`src/rtl/pcm_tsp_pkg.sv`:
```
package pcm_tsp_pkg;
  localparam int NHWY     = 2;
  localparam int BYTE_W   = 8;
  localparam int BITSEL_W = 3;

  typedef enum logic {HWY_A = 1'b0, HWY_B = 1'b1} hwy_e;
endpackage

```
`src/rtl/pcm_frame_ctr.sv`:
```
module pcm_frame_ctr #(
  parameter int SLOT_W = 7
) (
  input  logic                clk,
  input  logic                rst_n,
  input  logic                fs,
  output logic [SLOT_W+2:0]   cnt_nx,
  output logic                run_nx,
  output logic [SLOT_W+2:0]   cnt_q,
  output logic                run_q
);
  localparam int BIT_W = SLOT_W + 3;
  localparam logic [BIT_W-1:0] LAST = '1;

  always_comb begin
    cnt_nx = cnt_q;
    run_nx = run_q;
    if (fs) begin
      cnt_nx = '0;
      run_nx = 1'b1;
    end else if (run_q) begin
      if (cnt_q == LAST) run_nx = 1'b0;
      else               cnt_nx = cnt_q + 1'b1;
    end
  end

  always_ff @(posedge clk or negedge rst_n) begin
    if (!rst_n) begin
      cnt_q <= '0;
      run_q <= 1'b0;
    end else begin
      cnt_q <= cnt_nx;
      run_q <= run_nx;
    end
  end
endmodule

```
`src/rtl/pcm_tx_lane.sv`:
```
module pcm_tx_lane #(
  parameter int NCH = 2
) (
  input  logic           clk,
  input  logic           rst_n,
  input  logic [NCH-1:0] hit,
  input  logic [NCH-1:0] bits,
  output logic           d_q,
  output logic           oe_q,
  output logic           pd_q
);
  logic sel_any;
  logic bit_sel;

  // lowest channel index wins the highway
  always_comb begin
    sel_any = |hit;
    bit_sel = 1'b0;
    for (int c = NCH - 1; c >= 0; c--) begin
      if (hit[c]) bit_sel = bits[c];
    end
  end

  always_ff @(posedge clk or negedge rst_n) begin
    if (!rst_n) begin
      d_q  <= 1'b0;
      oe_q <= 1'b0;
      pd_q <= 1'b0;
    end else begin
      oe_q <= sel_any;
      pd_q <= sel_any;
      if (sel_any) d_q <= bit_sel;
    end
  end
endmodule

```
`src/rtl/pcm_rx_chan.sv`:
```
module pcm_rx_chan (
  input  logic       clk,
  input  logic       rst_n,
  input  logic       take,
  input  logic       last,
  input  logic       smp,
  output logic [7:0] data_q,
  output logic       vld_q
);
  logic [6:0] sh_q, sh_nx;
  logic [7:0] data_nx;
  logic       vld_nx;

  always_comb begin
    sh_nx   = sh_q;
    data_nx = data_q;
    vld_nx  = 1'b0;
    if (take) begin
      sh_nx = {sh_q[5:0], smp};
      if (last) begin
        data_nx = {sh_q, smp};
        vld_nx  = 1'b1;
      end
    end
  end

  always_ff @(posedge clk or negedge rst_n) begin
    if (!rst_n) begin
      sh_q   <= '0;
      data_q <= '0;
      vld_q  <= 1'b0;
    end else begin
      sh_q   <= sh_nx;
      data_q <= data_nx;
      vld_q  <= vld_nx;
    end
  end
endmodule

```
`src/rtl/pcm_slot_port.sv`:
```
module pcm_slot_port
  import pcm_tsp_pkg::*;
#(
  parameter int NCH    = 2,
  parameter int SLOT_W = 7
) (
  input  logic                       clk,
  input  logic                       rst_n,
  input  logic                       fs,
  input  logic                       active,
  input  logic [NCH-1:0]             tx_hwy_sel,
  input  logic [NCH-1:0]             rx_hwy_sel,
  input  logic [NCH-1:0][SLOT_W-1:0] slot_sel,
  input  logic [NCH-1:0][7:0]        tx_sample,
  output logic [NCH-1:0][7:0]        rx_sample,
  output logic [NCH-1:0]             rx_valid,
  input  logic [1:0]                 hwy_rx,
  output logic [1:0]                 hwy_tx,
  output logic [1:0]                 hwy_oe,
  output logic [1:0]                 hwy_strb_pd,
  output logic                       conflict
);
  localparam int BIT_W = SLOT_W + BITSEL_W;

  // reset: asserted asynchronously, released on a clock edge
  logic rst_m_q, rst_s_q;
  always_ff @(posedge clk or negedge rst_n) begin
    if (!rst_n) begin
      rst_m_q <= 1'b0;
      rst_s_q <= 1'b0;
    end else begin
      rst_m_q <= 1'b1;
      rst_s_q <= rst_m_q;
    end
  end

  logic [BIT_W-1:0] cnt_nx, cnt_q;
  logic             run_nx, run_q;

  pcm_frame_ctr #(.SLOT_W(SLOT_W)) u_ctr (
    .clk(clk), .rst_n(rst_s_q), .fs(fs),
    .cnt_nx(cnt_nx), .run_nx(run_nx), .cnt_q(cnt_q), .run_q(run_q)
  );

  logic [SLOT_W-1:0]   slot_nx, slot_q;
  logic [BITSEL_W-1:0] bit_nx, bit_q;
  assign slot_nx = cnt_nx[BIT_W-1:BITSEL_W];
  assign bit_nx  = cnt_nx[BITSEL_W-1:0];
  assign slot_q  = cnt_q[BIT_W-1:BITSEL_W];
  assign bit_q   = cnt_q[BITSEL_W-1:0];

  // receive lines sampled mid-bit on the falling edge
  logic [1:0] smp_q;
  always_ff @(negedge clk or negedge rst_s_q) begin
    if (!rst_s_q) smp_q <= '0;
    else          smp_q <= hwy_rx;
  end

  logic [NCH-1:0]            in_slot_nx, take, tx_bit;
  logic [NCH-1:0][7:0]       hold_q;
  logic [NHWY-1:0][NCH-1:0]  hit;

  for (genvar c = 0; c < NCH; c++) begin : g_ch
    logic hold_en;
    assign in_slot_nx[c] = active && run_nx && (slot_nx == slot_sel[c]);
    assign hold_en       = in_slot_nx[c] && (bit_nx == '0);
    assign tx_bit[c]     = (bit_nx == '0) ? tx_sample[c][7] : hold_q[c][~bit_nx];
    assign take[c]       = active && run_q && (slot_q == slot_sel[c]);

    always_ff @(posedge clk or negedge rst_s_q) begin
      if (!rst_s_q)     hold_q[c] <= '0;
      else if (hold_en) hold_q[c] <= tx_sample[c];
    end

    pcm_rx_chan u_rx (
      .clk(clk), .rst_n(rst_s_q), .take(take[c]), .last(bit_q == '1),
      .smp(smp_q[rx_hwy_sel[c]]), .data_q(rx_sample[c]), .vld_q(rx_valid[c])
    );
  end

  for (genvar h = 0; h < NHWY; h++) begin : g_hwy
    for (genvar c = 0; c < NCH; c++) begin : g_hit
      assign hit[h][c] = in_slot_nx[c] && (tx_hwy_sel[c] == 1'(h));
    end
    pcm_tx_lane #(.NCH(NCH)) u_lane (
      .clk(clk), .rst_n(rst_s_q), .hit(hit[h]), .bits(tx_bit),
      .d_q(hwy_tx[h]), .oe_q(hwy_oe[h]), .pd_q(hwy_strb_pd[h])
    );
  end

  logic conf_nx;
  always_comb begin
    conf_nx = 1'b0;
    for (int i = 0; i < NCH; i++) begin
      for (int j = i + 1; j < NCH; j++) begin
        if (tx_hwy_sel[i] == tx_hwy_sel[j] && slot_sel[i] == slot_sel[j]) conf_nx = 1'b1;
      end
    end
  end

  always_ff @(posedge clk or negedge rst_s_q) begin
    if (!rst_s_q) conflict <= 1'b0;
    else          conflict <= conf_nx;
  end
endmodule

```
`config.mk`:
```
export PLATFORM = sky130hd
export DESIGN_NAME = pcm_slot_port
export DESIGN_NICKNAME = d
export VERILOG_FILES = /design/src/rtl/pcm_tsp_pkg.sv /design/src/rtl/pcm_frame_ctr.sv /design/src/rtl/pcm_tx_lane.sv /design/src/rtl/pcm_rx_chan.sv /design/src/rtl/pcm_slot_port.sv
export SDC_FILE = /design/constraint.sdc
export NUM_CORES = 1
export LEC_CHECK = 0
export ABC_AREA = 0
export BUFFER_PORTS_ARGS = -buffer_cell sky130_fd_sc_hd__buf_2
export CAP_MARGIN = 20
export CORE_ASPECT_RATIO = 0.7
export CORE_MARGIN = 10
export CORE_UTILIZATION = 40
export CTS_CLUSTER_SIZE = 14
export DETAILED_ROUTE_END_ITERATION = 7
export GPL_ROUTABILITY_DRIVEN = 0
export PLACE_DENSITY = 0.58
export SYNTH_ARGS = -nofsm -noshare
export SYNTH_HDL_FRONTEND = slang
export SYNTH_HIERARCHICAL = 1
export SYNTH_SLANG_ARGS = --single-unit
export TNS_END_PERCENT = 100
```
`constraint.sdc`:
```
create_clock -name clk -period 4.34 [get_ports clk]
set_clock_uncertainty 0.15 [all_clocks]
set_input_delay 0.217 -clock clk [delete_from_list [all_inputs] [get_ports clk]]
set_output_delay 0.217 -clock clk [all_outputs]
set_load 0.01 [all_outputs]
```
==> results of run 1 <==
[area by class of cell]
type	count	area (µm²)	area share [%]
Sequential cell	66	1650	39.0
Multi-Input combinational cell	182	1650	38.9
Timing Repair Buffer	84	508	12.0
Clock buffer	11	253	5.96
Tap cell	101	126	2.98
Clock inverter	5	38.8	0.915
Inverter	3	11.3	0.266
[final timing paths]
path / start / end
max in group asynchronous: rst_s_q$_DFF_PN0_ / smp_q[0]$_DFF_NN0_
min in group clk: tx_hwy_sel[0] / g_hwy[0].u_lane/d_q$_DFFE_PN0P_
worst max-delay path: smp_q[1]$_DFF_NN0_ / g_ch[0].u_rx/data_q[0]$_DFFE_PN0P_
worst min register to register: rst_m_q$_DFF_PN0_ / rst_s_q$_DFF_PN0_
worst min-delay path: rst_n / rst_m_q$_DFF_PN0_
worst max register to register: smp_q[1]$_DFF_NN0_ / g_ch[0].u_rx/data_q[0]$_DFFE_PN0P_
[state kept, by name, summed over array words and instances (netlist names)]
signal             count
g_hwy.u_lane/d_q       2
g_ch.u_rx/sh_q        14
g_hwy.u_lane/pd_q      2
smp_q                  2
rst_s_q                1
u_ctr/run_q            1
u_ctr/cnt_q           10
conflict               1
g_ch.u_rx/vld_q        2
hold_q                14
rst_m_q                1
g_ch.u_rx/data_q      16
[metal layers]
metal,vias to the layer above,share of wire (%),global-route usage [%]
met5,-,0,0
li1,1126,-,-
met1,1153,50,18.1
met4,0,0.94,3.51
met2,47,44,18.4
met3,8,5.2,4.19
[per-stage QoR]
stage / power [mW] / hold WS (ns) / util, % / cells
2_1_floorplan: 0.792 / -0.229 / - / 261
4_1_cts: 1.57 / 0.0338 / 52.7 / 452
6_report: 1.54 / 0.0439 / 52.7 / 452
3_3_place_gp: 0.855 / -0.144 / 47.2 / 421
3_5_place_dp: 0.858 / -0.143 / 47.2 / 421
5_1_grt: 1.62 / 0.0584 / 52.7 / 452
[cells in the final DEF (no fill, tap or decap), types with 3 or more instances in the layout]
| cell | netlist | layout |
|---|---|---|
| clkbuf_16 | 0 | 9 |
| buf_2 | 3 | 64 |
| mux2_4 | 17 | 17 |
| nor2b_1 | 5 | 5 |
| xnor2_1 | 18 | 18 |
| nand4_1 | 11 | 11 |
| clkinvlp_4 | 0 | 4 |
| nor3_1 | 3 | 3 |
| dfrtp_1 | 64 | 63 |
| o21ai_0 | 3 | 3 |
| mux2_2 | 32 | 32 |
| inv_1 | 3 | 3 |
| nor2_1 | 4 | 4 |
| nor4_1 | 10 | 8 |
| mux4_2 | 4 | 4 |
| and4_1 | 3 | 3 |
| nor3b_1 | 3 | 3 |
| and3_1 | 4 | 4 |
| buf_4 | 3 | 5 |
| nand2_1 | 7 | 7 |
| dlygate4sd3_1 | 0 | 15 |
| xor2_1 | 18 | 18 |
| nand3_1 | 8 | 8 |
| a21oi_1 | 7 | 7 |
[Yosys cell counts, types with 4 or more instances]
master / n
a21oi_1: 7
nor2_1: 4
xnor2_1: 18
nor4_1: 10
and3_1: 4
xor2_1: 18
nand3_1: 8
nand4_1: 11
mux2_2: 32
nand2_1: 7
mux4_2: 4
mux2_4: 17
dfrtp_1: 64
nor2b_1: 5
[timing repair]
item / CTS / global route
setup buffers: 0 / 0
hold buffers: 15 / 0
endpoints found under the hold margin: 16 / 0
[power by group]
group	total [mW]	switching, mW	leakage (nW)	internal, mW
clock	0.685	0.267	0.130	0.418
sequential	0.664	0.0249	0.900	0.639
combinational	0.194	0.100	1.09	0.0936
[critical path, cell delays in order, from the launching register on]
cell	delay [ns]
dfrtn_1	0.33
mux2_2	0.27
mux2_4	0.27
[cell families (layout without fill, tap and decap cells)]
kind of cell    Yosys count  count (layout)  share of synthesized area (%)
buf+inv                  13             103                           2.56
xor+xnor                 36              36                           9.34
compound gates           18              18                           3.11
other cells               1               1                          0.111
simple gates             70              70                           13.7
flops                    66              66                           48.9
fa+ha+maj                 1               1                          0.371
mux                      56              56                           21.8
==> reports/results.txt, run 1 <==
Syn Nets: 302
Cell area after synthesis: 0.00337 mm²
Number of flops mapped to enable cells by yosys: 0
Initial antenna violation count: 0
Core area: 0.00804 mm²
Leak Pwr: 2.12 nW
Vias in the first global route: 2401
Area Growth Syn to Fin: 25.6%
Initial Util: 42.0%
Post-synth top area share: 47.5%
Die span in y: 96.8 µm
Max rail drop VDD: 0.166 mV
Pwr/cell area: 364 mW/mm²
Worst rel slew slack: 47.4%
Final nets: 387
#FFs+latches synth: 66
Post-route setup TNS: 0 ns
Setup ws final: 1.03 ns
Syn Inst Count: 261
PortBufs: 64
I/O pin total: 65
CTS buffer count: 9
CTS sink cnt: 66
Final-report hold violation count: 0
Global-route wire length before repair: 12.9 mm
Mapped Avg Cell Area: 12.9 µm²
Routed Antenna Nets: 0
Die Footprint: 0.0126 mm²
DR iter-0 viols: 125
DRC: 0
Status: finished, final reports clean
Worst setup path class: reg -> reg
Critical Path End Type: flop
Maximum fanout along the worst path: 2
Clock root buffer: clkbuf_16
Post-CTS sizing: 0
Clock Path Buffers: 2
Count of final setup violators: 0
Routed via count: 2334
Dominant synthesized flop cell: dfrtp_1
Dominant cells by area after synthesis: dfrtp_1, mux2_2, mux2_4
WP data required: 4.40 ns
Largest net degree at the start of global routing: 63
Global route overflow: 0
Seq/Total Area, Yosys: 48.9%
Vias per cell: 5.16
Final Max Tran Viols: 0
Filler cells: 730
Non-Filler Cell Area, Final: 0.00424 mm²
Async S/R FF share, synth: 100%
Worst EP arrival: 3.37 ns
Die Wd: 130 µm
TritonRoute pass-1 iters: 4
RSZ-0062 raised after global routing: no
Worst reg2reg setup slack: 1.03 ns
Gr usage total: 12.9%
Antenna cell count: 0
Placement Setup Slack: 1.03 ns
HPWL after DPL: 5.85 mm
R2R depth: 2
Worst hold path type: in -> async
Htree depth: 3
Worst Tran Pin Value: 0.789 ns
CP startpoint kind: flop
Row count: 27
Netlist cell types: 44
Drt wl/cell: 17.4 µm
Clock Latency Late Sink: 0.33 ns
Reg clk slew, reported paths: 0.06 ns
Placed cell area: 0.00380 mm²
Cell taking the most area after synthesis: dfrtp_1
Max-Cap Viols: 0
CTS tree: built
WL final: 7.86 mm
Syn. warnings: 6
Ratio of cells with drive above 1 in the final layout: 41.9%
(Power assumes the default switching activity.)
==> inputs of run 2 (changes only) <==
Settings changed: ABC_AREA 0 to 1, PLACE_DENSITY 0.58 to 0.57.
Clock period 4.34 ns to 3.1 ns, I/O delays scaled along.
==> reports/results.txt, run 2 <==
Status: finished, final reports clean (unchanged)
HPWL after DPL: 7.38 mm (was 5.85 mm)
Fin crit share: 87.8%
Post-synth top area share: 43.1% (was 47.5%)
DRC: 0 (unchanged)
Final Max Tran Viols: 0 (unchanged)
Reg clk slew, reported paths: 0.06 ns (about the same)
CTS buffer count: 9 (unchanged)
Initial Util: 40.9% (was 42.0%)
Syn. warnings: 6 (unchanged)
Worst Tran Pin Value: 0.695 ns (was 0.789 ns)
Switching Fraction: 23.4% (was 25.4%)
#FFs+latches synth: 66 (unchanged)
Drt wl/cell: 13.2 µm (was 17.4 µm)
Die Wd: 135 µm (was 130 µm)
Seq/Total Area, Yosys: 44.5% (was 48.9%)
Initial antenna violation count: 0 (unchanged)
Die span in y: 101 µm (was 96.8 µm)
Post-route setup TNS: 0 ns (unchanged)
Core area: 0.00907 mm² (was 0.00804 mm²)
Final nets: 640 (was 387)
DR iter-0 viols: 267 (was 125)
Max rail drop VDD: 0.384 mV (was 0.166 mV)
Routed Antenna Nets: 0 (unchanged)
Worst setup path class: reg -> reg (unchanged)
RSZ-0062 raised after global routing: no (unchanged)
CTS tree: built (unchanged)
Syn Nets: 547 (was 302)
Cell taking the most area after synthesis: dfrtp_1 (unchanged)
Largest net degree at the start of global routing: 42 (was 63)
Worst EP arrival: 2.79 ns (was 3.37 ns)
CP startpoint kind: flop (unchanged)
Placement Setup Slack: 0.176 ns (was 1.03 ns)
TritonRoute pass-1 iters: 4 (unchanged)
Commonest non-fill, non-tap cell in the layout: nand2_1 (was buf_2)
Cell area after synthesis: 0.00371 mm² (was 0.00337 mm²)
Row count: 29 (was 27)
Clock Latency Late Sink: 0.34 ns (was 0.33 ns)
Final-report hold violation count: 0 (unchanged)
Setup ws final: 0.377 ns (was 1.03 ns)
I/O pin total: 65 (unchanged)
Top-count cell post-synth: nand2_1 (was dfrtp_1)
Netlist cell types: 34 (was 44)
Comb pwr share: 9.7% (was 12.6%)
CTS sink cnt: 66 (unchanged)
Die Footprint: 0.0136 mm² (was 0.0126 mm²)
Syn Inst Count: 506 (was 261)
Routed via count: 3433 (was 2334)
Leak Pwr: 2.55 nW (was 2.12 nW)
Pwr/cell area: 495 mW/mm² (was 364 mW/mm²)
Worst rel slew slack: 53.7% (was 47.4%)
Achievable frequency: 0.367 GHz
Clock Path Buffers: 2 (unchanged)
Antenna cell count: 0 (unchanged)
Gr usage total: 14.5% (was 12.9%)
Mapped Avg Cell Area: 7.34 µm² (was 12.9 µm²)
Clock Power Share: 50.0% (was 44.4%)
Ratio of cells with drive above 1 in the final layout: 21.0% (was 41.9%)
Critical Path End Type: flop (unchanged)
Net switching power: 0.545 mW (was 0.392 mW)
Vias in the first global route: 3224 (was 2401)
Pint: 1.79 mW (was 1.15 mW)
Dominant synthesized flop cell: dfrtp_1 (unchanged)
WP data required: 3.17 ns (was 4.40 ns)
Maximum fanout along the worst path: 10 (was 2)
Async S/R FF share, synth: 100% (unchanged)
Regs by FF count: g_ch.u_rx/data_q (16), g_ch.u_rx/sh_q (14), hold_q (14) (unchanged)
Final worst path period need: 2.72 ns
Top reg by flops: g_ch.u_rx/data_q (unchanged)
Tot Pwr: 2.33 mW (was 1.54 mW)
Clock root buffer: clkbuf_16 (unchanged)
PortBufs: 64 (unchanged)
Post-synth top cells: nand2_1, dfrtp_1, inv_1, nand3_1, nor2_1 (was dfrtp_1, mux2_2, xnor2_1, xor2_1, mux2_4)
Count of final setup violators: 0 (unchanged)
Dominant cells by area after synthesis: dfrtp_1, nand2_1, nand3_1 (was dfrtp_1, mux2_2, mux2_4)
Area Growth Syn to Fin: 27.0% (was 25.6%)
Largest register FFs: 16 (unchanged)
Number of flops mapped to enable cells by yosys: 0 (unchanged)
Htree depth: 3 (unchanged)
Vias per cell: 4.72 (was 5.16)
Worst hold path type: in -> reg (was in -> async)
WL final: 9.58 mm (was 7.86 mm)
Commonest cells after routing, fill and taps aside: nand2_1, buf_2, dfrtp_1 (was buf_2, dfrtp_1, mux2_2)
Global route overflow: 0 (unchanged)
Max-Cap Viols: 0 (unchanged)
Global-route wire length before repair: 15.8 mm (was 12.9 mm)
Reg power frac: 40.3% (was 43.1%)
## run 2: cell count changes in the layout (fill, tap and decap cells not counted), sizes merged, moves of 5 or more
cell	delta
nand2	+187
inv	+66
mux2	-50
nand3	+47
nor2	+34
o21ai	+17
xor2	-16
nor4	-10
buf	+5
nor2b	-5
## run 2: path summary, 6_finish.rpt
check | from | to | slack [ns] | cells after the start
max | u_ctr/cnt_q[0]$_DFF_PN0_ | g_hwy[0].u_lane/d_q$_DFFE_PN0P_ | 0.38 | 18
min in group asynchronous | rst_s_q$_DFF_PN0_ | g_ch[0].u_rx/data_q[1]$_DFFE_PN0P_ | 0.17 | 1
min reg2reg | rst_s_q$_DFF_PN0_ | g_ch[0].u_rx/data_q[1]$_DFFE_PN0P_ | 0.17 | 1
max reg2reg | u_ctr/cnt_q[0]$_DFF_PN0_ | g_hwy[0].u_lane/d_q$_DFFE_PN0P_ | 0.38 | 18
max in group asynchronous | rst_s_q$_DFF_PN0_ | smp_q[0]$_DFF_NN0_ | 1.30 | 0
min | rx_hwy_sel[0] | g_ch[0].u_rx/data_q[0]$_DFFE_PN0P_ | 0.05 | 4
## run 2: layout make-up
class / count / area [µm²]
clock buffer: 10 / 229
clock inverter: 6 / 115
tap: 124 / 155
timing repair buffer: 93 / 586
sequential: 66 / 1650
fill: 893 / 4350
multi-input combinational: 360 / 1720
inverter: 69 / 262
## run 2: logic make-up after synthesis
kind of cell,Yosys count,share of synthesized area (%)
fa+ha+maj,1,0.337
other cells,1,0.101
compound gates,34,4.89
buf+inv,80,9.84
xor+xnor,16,3.77
flops,66,44.5
simple gates,308,36.6
## run 2: metal layers
layer | vias up | global-route usage (%) | routed length (µm)
met4 | 0 | 3.38 | 70
met3 | 9 | 5.13 | 654
li1 | 1757 | - | -
met5 | - | 0 | 0
met1 | 1586 | 20.1 | 4710
met2 | 81 | 21.0 | 4140
## run 2: through the flow
stage | instance area [µm²] | util [%] | std cells | hold slack (ns)
after detailed placement | 4160 | 45.8 | 692 | -0.207
final | 4720 | 52.0 | 728 | 0.0532
after CTS | 4690 | 51.7 | 727 | 0.0415
after global routing | 4720 | 52.0 | 728 | 0.0610
after global placement | 4160 | 45.8 | 692 | -0.209
after floorplan | 3710 | - | 506 | -0.291
## run 2: worst max-delay path, stage by stage, from the launching register on
cell,delay [ns]
dfrtp_1,0.42
ha_1,0.23
inv_1,0.08
nor2_4,0.15
nand3b_4,0.16
nand2_4,0.14
inv_4,0.05
a21oi_2,0.21
inv_1,0.08
nand2_1,0.06
nand2_1,0.04
nor2_1,0.09
nand2_1,0.11
nor2_4,0.23
inv_2,0.06
nor2_1,0.16
nor2_2,0.07
nand2_1,0.06
nand3_1,0.06
## run 2: power groups by stage
stage          clock network, mW  logic, mW  registers, mW
4_1_cts                     1.19      0.227          0.940
2_1_floorplan                  0      0.119          0.958
6_report                    1.17      0.226          0.940
3_5_place_dp                   0      0.209          0.955
5_1_grt                     1.24      0.260          0.947
3_3_place_gp                   0      0.206          0.954
## run 2: repair_timing
| item | CTS | global route |
|---|---|---|
| hold buffers | 19 | 0 |
| setup buffers | 0 | 1 |
| endpoints found under the setup margin | 0 | 4 |
| resized for setup | 0 | 5 |
| endpoints found under the hold margin | 18 | 0 |
